<file path="src/rtl/bfly_pkg.sv">
package bfly_pkg;

    // Which kind of butterfly stage an instance serves.
    typedef enum logic [1:0] {
        SM_GENERAL = 2'd0,   // external scaled twiddle product
        SM_UNITY   = 2'd1,   // twiddle fixed at 1
        SM_QUARTER = 2'd2    // twiddle 1 or j per sample
    } stage_mode_e;

    // Output word-limit policy.
    typedef enum logic [1:0] {
        LIM_NONE  = 2'd0,
        LIM_SAT   = 2'd1,
        LIM_TRUNC = 2'd2
    } limit_e;

    // Natural result width for a mode: general stages grow two bits,
    // multiplier-free stages grow one.
    function automatic int nat_width(stage_mode_e mode, int dw);
        return (mode == SM_GENERAL) ? dw + 2 : dw + 1;
    endfunction

endpackage

</file>
<file path="src/rtl/bfly_term_gen.sv">
// Produces the term bW at the scale of a, DW+1 bits signed.
module bfly_term_gen #(
    parameter int                    DW   = 8,
    parameter int                    TS   = 7,
    parameter bfly_pkg::stage_mode_e MODE = bfly_pkg::SM_GENERAL
) (
    input  logic signed [DW-1:0]    b_re,
    input  logic signed [DW-1:0]    b_im,
    input  logic signed [DW+TS:0]   prod_re,
    input  logic signed [DW+TS:0]   prod_im,
    input  logic                    rot_j,
    output logic signed [DW:0]      t_re,
    output logic signed [DW:0]      t_im
);
    localparam int PW = DW + TS + 1;

    generate
        if (MODE == bfly_pkg::SM_GENERAL) begin : g_general
            logic signed [PW-1:0] sh_re;
            logic signed [PW-1:0] sh_im;
            always_comb begin
                sh_re = prod_re >>> TS;
                sh_im = prod_im >>> TS;
                t_re  = sh_re[DW:0];
                t_im  = sh_im[DW:0];
            end
        end else if (MODE == bfly_pkg::SM_QUARTER) begin : g_quarter
            logic signed [DW:0] bx_re;
            logic signed [DW:0] bx_im;
            always_comb begin
                bx_re = {b_re[DW-1], b_re};
                bx_im = {b_im[DW-1], b_im};
                if (rot_j) begin
                    t_re = -bx_im;
                    t_im = bx_re;
                end else begin
                    t_re = bx_re;
                    t_im = bx_im;
                end
            end
        end else begin : g_unity
            always_comb begin
                t_re = {b_re[DW-1], b_re};
                t_im = {b_im[DW-1], b_im};
            end
        end
    endgenerate
endmodule

</file>
<file path="src/rtl/bfly_addsub.sv">
// Sign-extends a and the term to SW bits and forms sum and difference.
module bfly_addsub #(
    parameter int DW = 8,
    parameter int SW = 10
) (
    input  logic signed [DW-1:0] a,
    input  logic signed [DW:0]   t,
    output logic signed [SW-1:0] sum_o,
    output logic signed [SW-1:0] dif_o
);
    localparam int AX = SW - DW;
    localparam int TX = SW - DW - 1;

    logic signed [SW-1:0] a_x;
    logic signed [SW-1:0] t_x;

    always_comb begin
        a_x   = {{AX{a[DW-1]}}, a};
        t_x   = {{TX{t[DW]}}, t};
        sum_o = a_x + t_x;
        dif_o = a_x - t_x;
    end
endmodule

</file>
<file path="src/rtl/bfly_out_limit.sv">
// Narrows one output part by the selected policy.
module bfly_out_limit #(
    parameter int               IW     = 10,
    parameter int               OW     = 10,
    parameter bfly_pkg::limit_e POLICY = bfly_pkg::LIM_NONE
) (
    input  logic signed [IW-1:0] x,
    output logic signed [OW-1:0] y
);
    generate
        if (POLICY == bfly_pkg::LIM_SAT && OW < IW) begin : g_sat
            localparam logic signed [IW-1:0] HI = IW'((64'sd1 <<< (OW - 1)) - 1);
            localparam logic signed [IW-1:0] LO = -IW'(64'sd1 <<< (OW - 1));
            logic signed [IW-1:0] clamp;
            always_comb begin
                if (x > HI)      clamp = HI;
                else if (x < LO) clamp = LO;
                else             clamp = x;
                y = clamp[OW-1:0];
            end
        end else if (POLICY == bfly_pkg::LIM_TRUNC && OW < IW) begin : g_trunc
            always_comb y = x[IW-1 -: OW];
        end else begin : g_pass
            always_comb y = x[OW-1:0];
        end
    endgenerate
endmodule

</file>
<file path="src/rtl/radix2_bfly_core.sv">
module radix2_bfly_core #(
    parameter int                    DW    = 8,
    parameter int                    TS    = 7,
    parameter bfly_pkg::stage_mode_e MODE  = bfly_pkg::SM_GENERAL,
    parameter bfly_pkg::limit_e      LIMIT = bfly_pkg::LIM_NONE,
    parameter int                    LIM_W = DW + 1,
    localparam int NW = bfly_pkg::nat_width(MODE, DW),
    localparam int OW = (LIMIT == bfly_pkg::LIM_NONE) ? NW : LIM_W,
    localparam int PW = DW + TS + 1
) (
    input  logic                 clk,
    input  logic                 rst_n,
    input  logic                 in_valid,
    input  logic signed [DW-1:0] a_re,
    input  logic signed [DW-1:0] a_im,
    input  logic signed [DW-1:0] b_re,
    input  logic signed [DW-1:0] b_im,
    input  logic signed [PW-1:0] prod_re,
    input  logic signed [PW-1:0] prod_im,
    input  logic                 rot_j,
    output logic                 out_valid,
    output logic signed [OW-1:0] c_re,
    output logic signed [OW-1:0] c_im,
    output logic signed [OW-1:0] d_re,
    output logic signed [OW-1:0] d_im
);
    localparam int NPART = 4;   // c_re, c_im, d_re, d_im

    typedef struct packed {
        logic                 vld;
        logic signed [OW-1:0] cr;
        logic signed [OW-1:0] ci;
        logic signed [OW-1:0] dr;
        logic signed [OW-1:0] di;
    } pipe_t;

    pipe_t pipe_d, pipe_q;

    logic signed [DW:0]    t_re, t_im;
    logic signed [NW-1:0]  raw   [NPART];
    logic signed [OW-1:0]  lim   [NPART];

    bfly_term_gen #(.DW(DW), .TS(TS), .MODE(MODE)) term_i (
        .b_re    (b_re),
        .b_im    (b_im),
        .prod_re (prod_re),
        .prod_im (prod_im),
        .rot_j   (rot_j),
        .t_re    (t_re),
        .t_im    (t_im)
    );

    bfly_addsub #(.DW(DW), .SW(NW)) as_re_i (
        .a     (a_re),
        .t     (t_re),
        .sum_o (raw[0]),
        .dif_o (raw[2])
    );

    bfly_addsub #(.DW(DW), .SW(NW)) as_im_i (
        .a     (a_im),
        .t     (t_im),
        .sum_o (raw[1]),
        .dif_o (raw[3])
    );

    generate
        for (genvar k = 0; k < NPART; k++) begin : g_lim
            bfly_out_limit #(.IW(NW), .OW(OW), .POLICY(LIMIT)) lim_i (
                .x (raw[k]),
                .y (lim[k])
            );
        end
    endgenerate

    always_comb begin
        pipe_d     = pipe_q;
        pipe_d.vld = in_valid;
        if (in_valid) begin
            pipe_d.cr = lim[0];
            pipe_d.ci = lim[1];
            pipe_d.dr = lim[2];
            pipe_d.di = lim[3];
        end
    end

    always_ff @(posedge clk) begin
        if (!rst_n) pipe_q <= '0;
        else        pipe_q <= pipe_d;
    end

    assign out_valid = pipe_q.vld;
    assign c_re      = pipe_q.cr;
    assign c_im      = pipe_q.ci;
    assign d_re      = pipe_q.dr;
    assign d_im      = pipe_q.di;
endmodule

</file>
<file path="config.mk">
export PLATFORM = sky130hd
export DESIGN_NAME = radix2_bfly_core
export DESIGN_NICKNAME = d
export VERILOG_FILES = /design/src/rtl/bfly_pkg.sv /design/src/rtl/bfly_term_gen.sv /design/src/rtl/bfly_addsub.sv /design/src/rtl/bfly_out_limit.sv /design/src/rtl/radix2_bfly_core.sv
export SDC_FILE = /design/constraint.sdc
export NUM_CORES = 1
export LEC_CHECK = 0
export BUFFER_PORTS_ARGS = -buffer_cell sky130_fd_sc_hd__buf_2
export CORE_ASPECT_RATIO = 0.5
export CORE_MARGIN = 2
export CORE_UTILIZATION = 50
export DETAILED_ROUTE_END_ITERATION = 16
export PLACE_DENSITY = 0.8
export SYNTH_ARGS = -nofsm -noshare
export SYNTH_HDL_FRONTEND = slang
export SYNTH_SLANG_ARGS = --single-unit
</file>
<file path="constraint.sdc">
create_clock -name clk -period 2.55 [get_ports clk]
set_input_delay 0.255 -clock clk [delete_from_list [all_inputs] [get_ports clk]]
set_output_delay 0.255 -clock clk [all_outputs]
set_load 0.02 [all_outputs]
</file>
==> out/results.ini, run 1 <==
[outcome]
outcome=finished clean

[floorplan]
fp.coreArea_sq_um=5660
die_x_um=114
pin_count=109
num_rows=19
die_y_um=58.9
die_area_sq_um=6700
start_util_pct=53.3

[logic_synthesis]
yosysTopAreaCellShare_pct=25.9
synth_top_cell_by_area=dfxtp_1
synthMostInstantiatedCell=nor2_1
ys_ff_latch=39
synth_area_per_cell_sq_um=8.12
synth_top_family_by_area=compound AO/OA/AOI/OAI gates
syn_inst=371
synth_compound_area_share_pct=24.9
synth_xor_xnor_area_share_pct=2.32
synth_edf_count=0
async_flop_share_pct=0
syn_area_sq_um=3010
muxShareOfSynthArea_pct=2.70
synth_flop_cell=dfxtp_1
synth-simple-area-share_pct=17.8
yosysUniqueCellTypes=52
synth-adder-area-share_pct=17.6
ys_seq_area_share_pct=25.9
synth_nets=479
synth.area.top_cells=dfxtp_1 26%, ha_1 15%, nor2_1 5.7%, a211oi_1 4.7%, inv_1 4.1%
synth_commonest_cells=46 x nor2_1, 39 x dfxtp_1, 36 x ha_1
yosysWarnings=0

[sta]
hold_viol_final=0
fmax_mhz=516
finalSetupTns_ps=0
setup_ws_ps=611
setup_violations=0
rsz0062_at_grt=no
finalMaxSlewViolations=0
worst_pin_slew_ps=545
period_needed_ps=1940
slew_headroom_pct=63.6
period_share_pct=76.0
skew_ps=0

[placed_design]
portBuffers=77
place_ws_ps=361
gp_congestion=0.877
place.detailed.hpwl_um=4940

[clock_network]
ctsResizeCount=0
clock_sinks=39
cts_root_buf=clkbuf_16
holdBufCountCts=0
clk_latency_ps=280
clk_path_buf_depth=2
cts_setup_buffers=0
htree_levels=2
cts_tree=yes
cts.clk_slew.worst_paths_ps=60
cts_buffers=5

[pwr]
clkPwrFrac_pct=31.5
comb_power_share_pct=32.0
seqPwrFrac_pct=36.5
p_int_mw=1.28
vdd_drop_max_v=0.000273
p_sw_share_pct=33.2
powerDensity_nw_per_um2=544
p_leak_nw=1.67
switchingPower_mw=0.635

[critical_path]
path_class=input pin to flip-flop
reg2reg_to=c_re[6]
reg2regPathDepth=2
crit_chain=buf_2 > inv_1 > ha_1 > inv_1 > fa_1 > a211oi_1 > o21ai_0 > a2111oi_0 > a31oi_1 > o311ai_0
worstPathMaxFanout=3
regToRegSetupSlack_ps=1740
cp_common_cell=inv_1
reg2reg_from=c_re[6]
critPathTopFamily=compound AO/OA/AOI/OAI gates
endpoint_kind=flip-flop
cp_slowest_cell=fa_1
cp_num_buf_inv=3
critPathMaxStageDelay_ps=420
critPathRequiredTime_ps=2720
crit_arrival_ps=2110
cp-start-kind=input pin

[route]
antenna_left=0
vias_per_cell=5.47
vias=2790
wl_per_cell_um=12.9
drt-pass1-iter-count=4
drtIter0Drc=149
wl_um=6590
drc=0

[cells_and_area]
fin_util_pct=62.1
drive_gt1_share_pct=22.4
final_nets=544
ff_latch_area_sq_um=781
syn2layout_area_growth_pct=16.6
multi_input_area_sq_um=1970
n_antenna_cell=0
num-fill-cells=522

[min_path]
min-delay-start=prod_im[7]
hold_end=d_im[0]
hp-class=input pin to flip-flop
hold-path-cell-count=3

[job]
maxCapViolations=0

[grt]
grt-ovfl-total=0
grt_max_degree=54
grt_usage_pct=20.2
antenna_found_initial=0
grt_pass1_vias=2376
grt_pass1_wl_um=10900

stage by stage:
stage,hold WS [ps],cell area [sq um],total power [mW],instances
4_1_cts,281,3520,1.93,510
5_1_grt,304,3520,2.03,510
3_5_place_dp,473,3380,1.32,502
6_report,285,3520,1.91,510
3_3_place_gp,465,3380,1.31,502
2_1_floorplan,459,3010,1.16,371
routing by layer:
layer | global-route usage (%) | part of all wire, % | vias to the layer above
li1 | - | - | 1447
met1 | 28.6 | 51 | 1263
met2 | 32.8 | 43 | 74
met3 | 3.09 | 4.9 | 6
met4 | 4.88 | 0.74 | 0
met5 | 0 | 0 | -
layout make-up:
class / count / share of cell area [%]
clock buffers: 7 / 3.77
flip-flops and latches: 39 / 22.2
multi-input cells: 276 / 55.9
well taps: 73 / 2.60
clock inverters: 1 / 0.142
inverters: 33 / 3.52
repair buffers: 81 / 11.8
flip-flops by register name (all words and copies together), names as in the netlist:
register / flops
c_re: 10
out_valid: 1
d_im: 10
c_im: 9
d_re: 9
kinds of logic after synthesis:
logic type	count (synthesis)
compound gates	106
buf+inv	56
flops	39
xor+xnor	8
fa+ha+maj	40
mux	8
simple gates	114
power groups by stage:
stage | Clock, mW | Combinational, mW | Sequential, mW
2_1_floorplan | 0 | 0.376 | 0.783
3_3_place_gp | 0 | 0.599 | 0.709
3_5_place_dp | 0 | 0.607 | 0.710
4_1_cts | 0.619 | 0.612 | 0.697
5_1_grt | 0.648 | 0.680 | 0.705
6_report | 0.603 | 0.612 | 0.697
cell usage in the layout (no fill, tap or decap), types with 6 or more instances in the layout:
cell type,netlist,routed
nor2b_1,7,7
a211oi_1,19,19
nand2b_1,7,7
nor2_1,46,46
a21oi_1,17,17
mux2i_1,7,7
o21ai_0,24,24
a31oi_1,7,7
nand3_1,6,6
ha_1,36,36
buf_2,5,77
inv_1,33,33
dfxtp_1,39,39
xnor2_1,7,7
or3_1,7,7
nor3_1,11,11
nand2_1,19,19
worst reg2reg max path: stages (launching register included):
cell and delay, ps:
dfxtp_1 310, or2_2 270, o311a_1 120
worst max path at each step:
stage,startpoint,to,depth (start not counted),slack (ps)
floorplan,a_re[0],d_re[6],9,640
global placement,a_re[0],d_re[8],10,380
detailed placement,a_re[0],d_re[8],10,360
CTS,a_re[0],d_re[8],10,630
global route,a_re[0],d_re[8],10,430
finish,a_re[0],d_re[8],10,610
Power figures use the tool's default switching activity.
==> run 2, diff against run 1 <==
==> constraint.sdc (replaced) <==
create_clock -name clk -period 1.8 [get_ports clk]
set_input_delay 0.18 -clock clk [delete_from_list [all_inputs] [get_ports clk]]
set_output_delay 0.18 -clock clk [all_outputs]
set_load 0.02 [all_outputs]
==> out/results.ini, run 2 (synthesis gave the netlist of run 1 again) <==
[floorplan]
die_x_um=114  ; unchanged
pin_count=109  ; unchanged
die_y_um=58.9  ; unchanged
num_rows=19  ; unchanged
start_util_pct=53.3  ; unchanged
die_area_sq_um=6700  ; unchanged
fp.coreArea_sq_um=5660  ; unchanged

[sta]
period_share_pct=94.8
finalSetupTns_ps=0  ; unchanged
period_needed_ps=1710
setup_ws_ps=92.7  ; -518 ps
finalMaxSlewViolations=0  ; unchanged
fmax_mhz=586
hold_viol_final=0  ; unchanged
rsz0062_at_grt=yes
fin_hold_ws_ps=207  ; -77.4 ps
worst_pin_slew_ps=540  ; -5.06 ps
skew_ps=0  ; unchanged
slew_headroom_pct=64.0  ; +0.34 points
setup_violations=0  ; unchanged

[grt]
grt-ovfl-total=0  ; unchanged
antenna_found_initial=0  ; unchanged
grt_usage_pct=22.2  ; +2.0 points
grt_pass1_wl_um=11900  ; +8.9%
grt_max_degree=54  ; unchanged
grt_pass1_vias=2632  ; +11%

[pwr]
clkPwrFrac_pct=30.5  ; -1.0 points
vdd_drop_max_v=0.000436  ; +59%
p_int_mw=1.89  ; +48%
seqPwrFrac_pct=35.0  ; -1.5 points
p_leak_nw=1.84  ; +10%
fin_total_pwr_mw=2.83  ; +48%
p_sw_share_pct=33.1  ; -0.099 points
powerDensity_nw_per_um2=741  ; +36%
comb_power_share_pct=34.5  ; +2.5 points
switchingPower_mw=0.936  ; +47%

[cells_and_area]
fin_util_pct=67.4  ; +5.3 points
final_nets=578  ; +6.3%
mostFrequentLayoutCells=75 x buf_2, 46 x nor2_1, 39 x dfxtp_1, 39 x buf_4, 35 x ha_1
fin_area_sq_um=3810  ; +8.5%
drive_gt1_share_pct=29.5  ; +7.1 points
n_antenna_cell=0  ; unchanged
syn2layout_area_growth_pct=26.5
layout_commonest_cell=buf_2
instances_no_fill=544  ; +6.7%

[clock_network]
clk_path_buf_depth=2  ; unchanged
holdBufCountCts=0  ; unchanged
htree_levels=2  ; unchanged
clk_latency_ps=280  ; about the same
cts_buffers=5  ; unchanged
cts.clk_slew.worst_paths_ps=60  ; about the same
cts_tree=yes
clock_sinks=39  ; unchanged
cts_root_buf=clkbuf_16

[route]
met2_length_um=3260  ; +14%
antenna_left=0  ; unchanged
drc=0  ; unchanged
drtIter0Drc=149  ; unchanged
vias_per_cell=5.40  ; -1.3%
met1_length_um=3520  ; +4.8%
vias=2938  ; +5.3%
top_layer=met4
wl_per_cell_um=13.1  ; +1.8%
wl_um=7150  ; +8.5%
drt-pass1-iter-count=4  ; unchanged
route.met3.wl_um=297  ; -8.9%

[critical_path]
reg2regPathDepth=2  ; unchanged
crit_arrival_ps=1850  ; -260 ps
critPathRequiredTime_ps=1940  ; -780 ps
cp-start-kind=input pin
regToRegSetupSlack_ps=970  ; -770 ps
path_class=input pin to flip-flop
reg2reg_from=c_re[6]
endpoint_kind=flip-flop
worstPathMaxFanout=2  ; -1
reg2reg_to=c_re[6]

[placed_design]
place_inst=535  ; +6.6%
place_ws_ps=-245  ; -606 ps
portBuffers=77  ; unchanged
dpl_cell_area_sq_um=3630  ; +7.5%
place.detailed.hpwl_um=5400  ; +9.4%
gp_congestion=0.904  ; +3.1%

[min_path]
min-delay-start=prod_re[7]
hp-class=input pin to flip-flop
hold-path-cell-count=3  ; unchanged
hold_end=c_re[0]

[outcome]
outcome=finished clean

[job]
maxCapViolations=0  ; unchanged

[run 2: cell count changes in the layout (fill, tap and decap cells not counted), moves of 2 or more]
cell	previous run	this run
buf_4	4	39
a211oi_1	19	17
a211oi_2	2	4
buf_2	77	75
fa_1	4	2
fa_2	0	2
o21ai_0	24	22
o21ai_1	1	3
[run 2: routing by layer]
metal  GRT usage (%)  up-vias
li1                -     1519
met1            29.4     1347
met2            37.8       64
met3            5.05        8
met4            4.70        0
met5               0        -
[run 2: what timing repair did]
action,CTS,global route
resized for setup,0,12
buffers inserted,0,1
setup endpoints to repair,0,6
endpoints found under the hold margin,0,0
[run 2: how the worst max path moves through the flow]
stage / from / endpoint / slack, ps / cells after the start
finish: a_im[0] / c_im[8] / 90 / 9
global route: a_re[0] / d_re[8] / -50 / 10
CTS: a_re[0] / d_re[8] / 40 / 10
detailed placement: a_re[0] / d_re[8] / -250 / 10
global placement: a_re[0] / d_re[6] / -210 / 10
floorplan: a_re[0] / d_re[6] / -2 / 9
[run 2: layout make-up]
cell class	instances	area (sq um)
Clock buffer	7	133
Clock inverter	1	5.00
Fill cell	503	1840
Inverter	33	124
Multi-Input combinational cell	276	2000
Sequential cell	39	781
Tap cell	73	91.3
Timing Repair Buffer	115	679
[run 2: critical path, cell delays in order]
cell	delay, ps
buf_4	100
ha_4	120
inv_2	40
fa_2	380
or2_0	220
a221o_1	370
a211oi_2	240
or3_1	130
a31oi_1	70
[run 2: power by group through the flow]
stage	Clock (mW)	Combinational [mW]	Sequential [mW]
floorplan	0	0.535	1.11
finish	0.861	0.975	0.989
CTS	0.874	0.962	0.988
detailed placement	0	0.955	1.01
global route	0.917	1.08	0.998
global placement	0	0.937	1.00
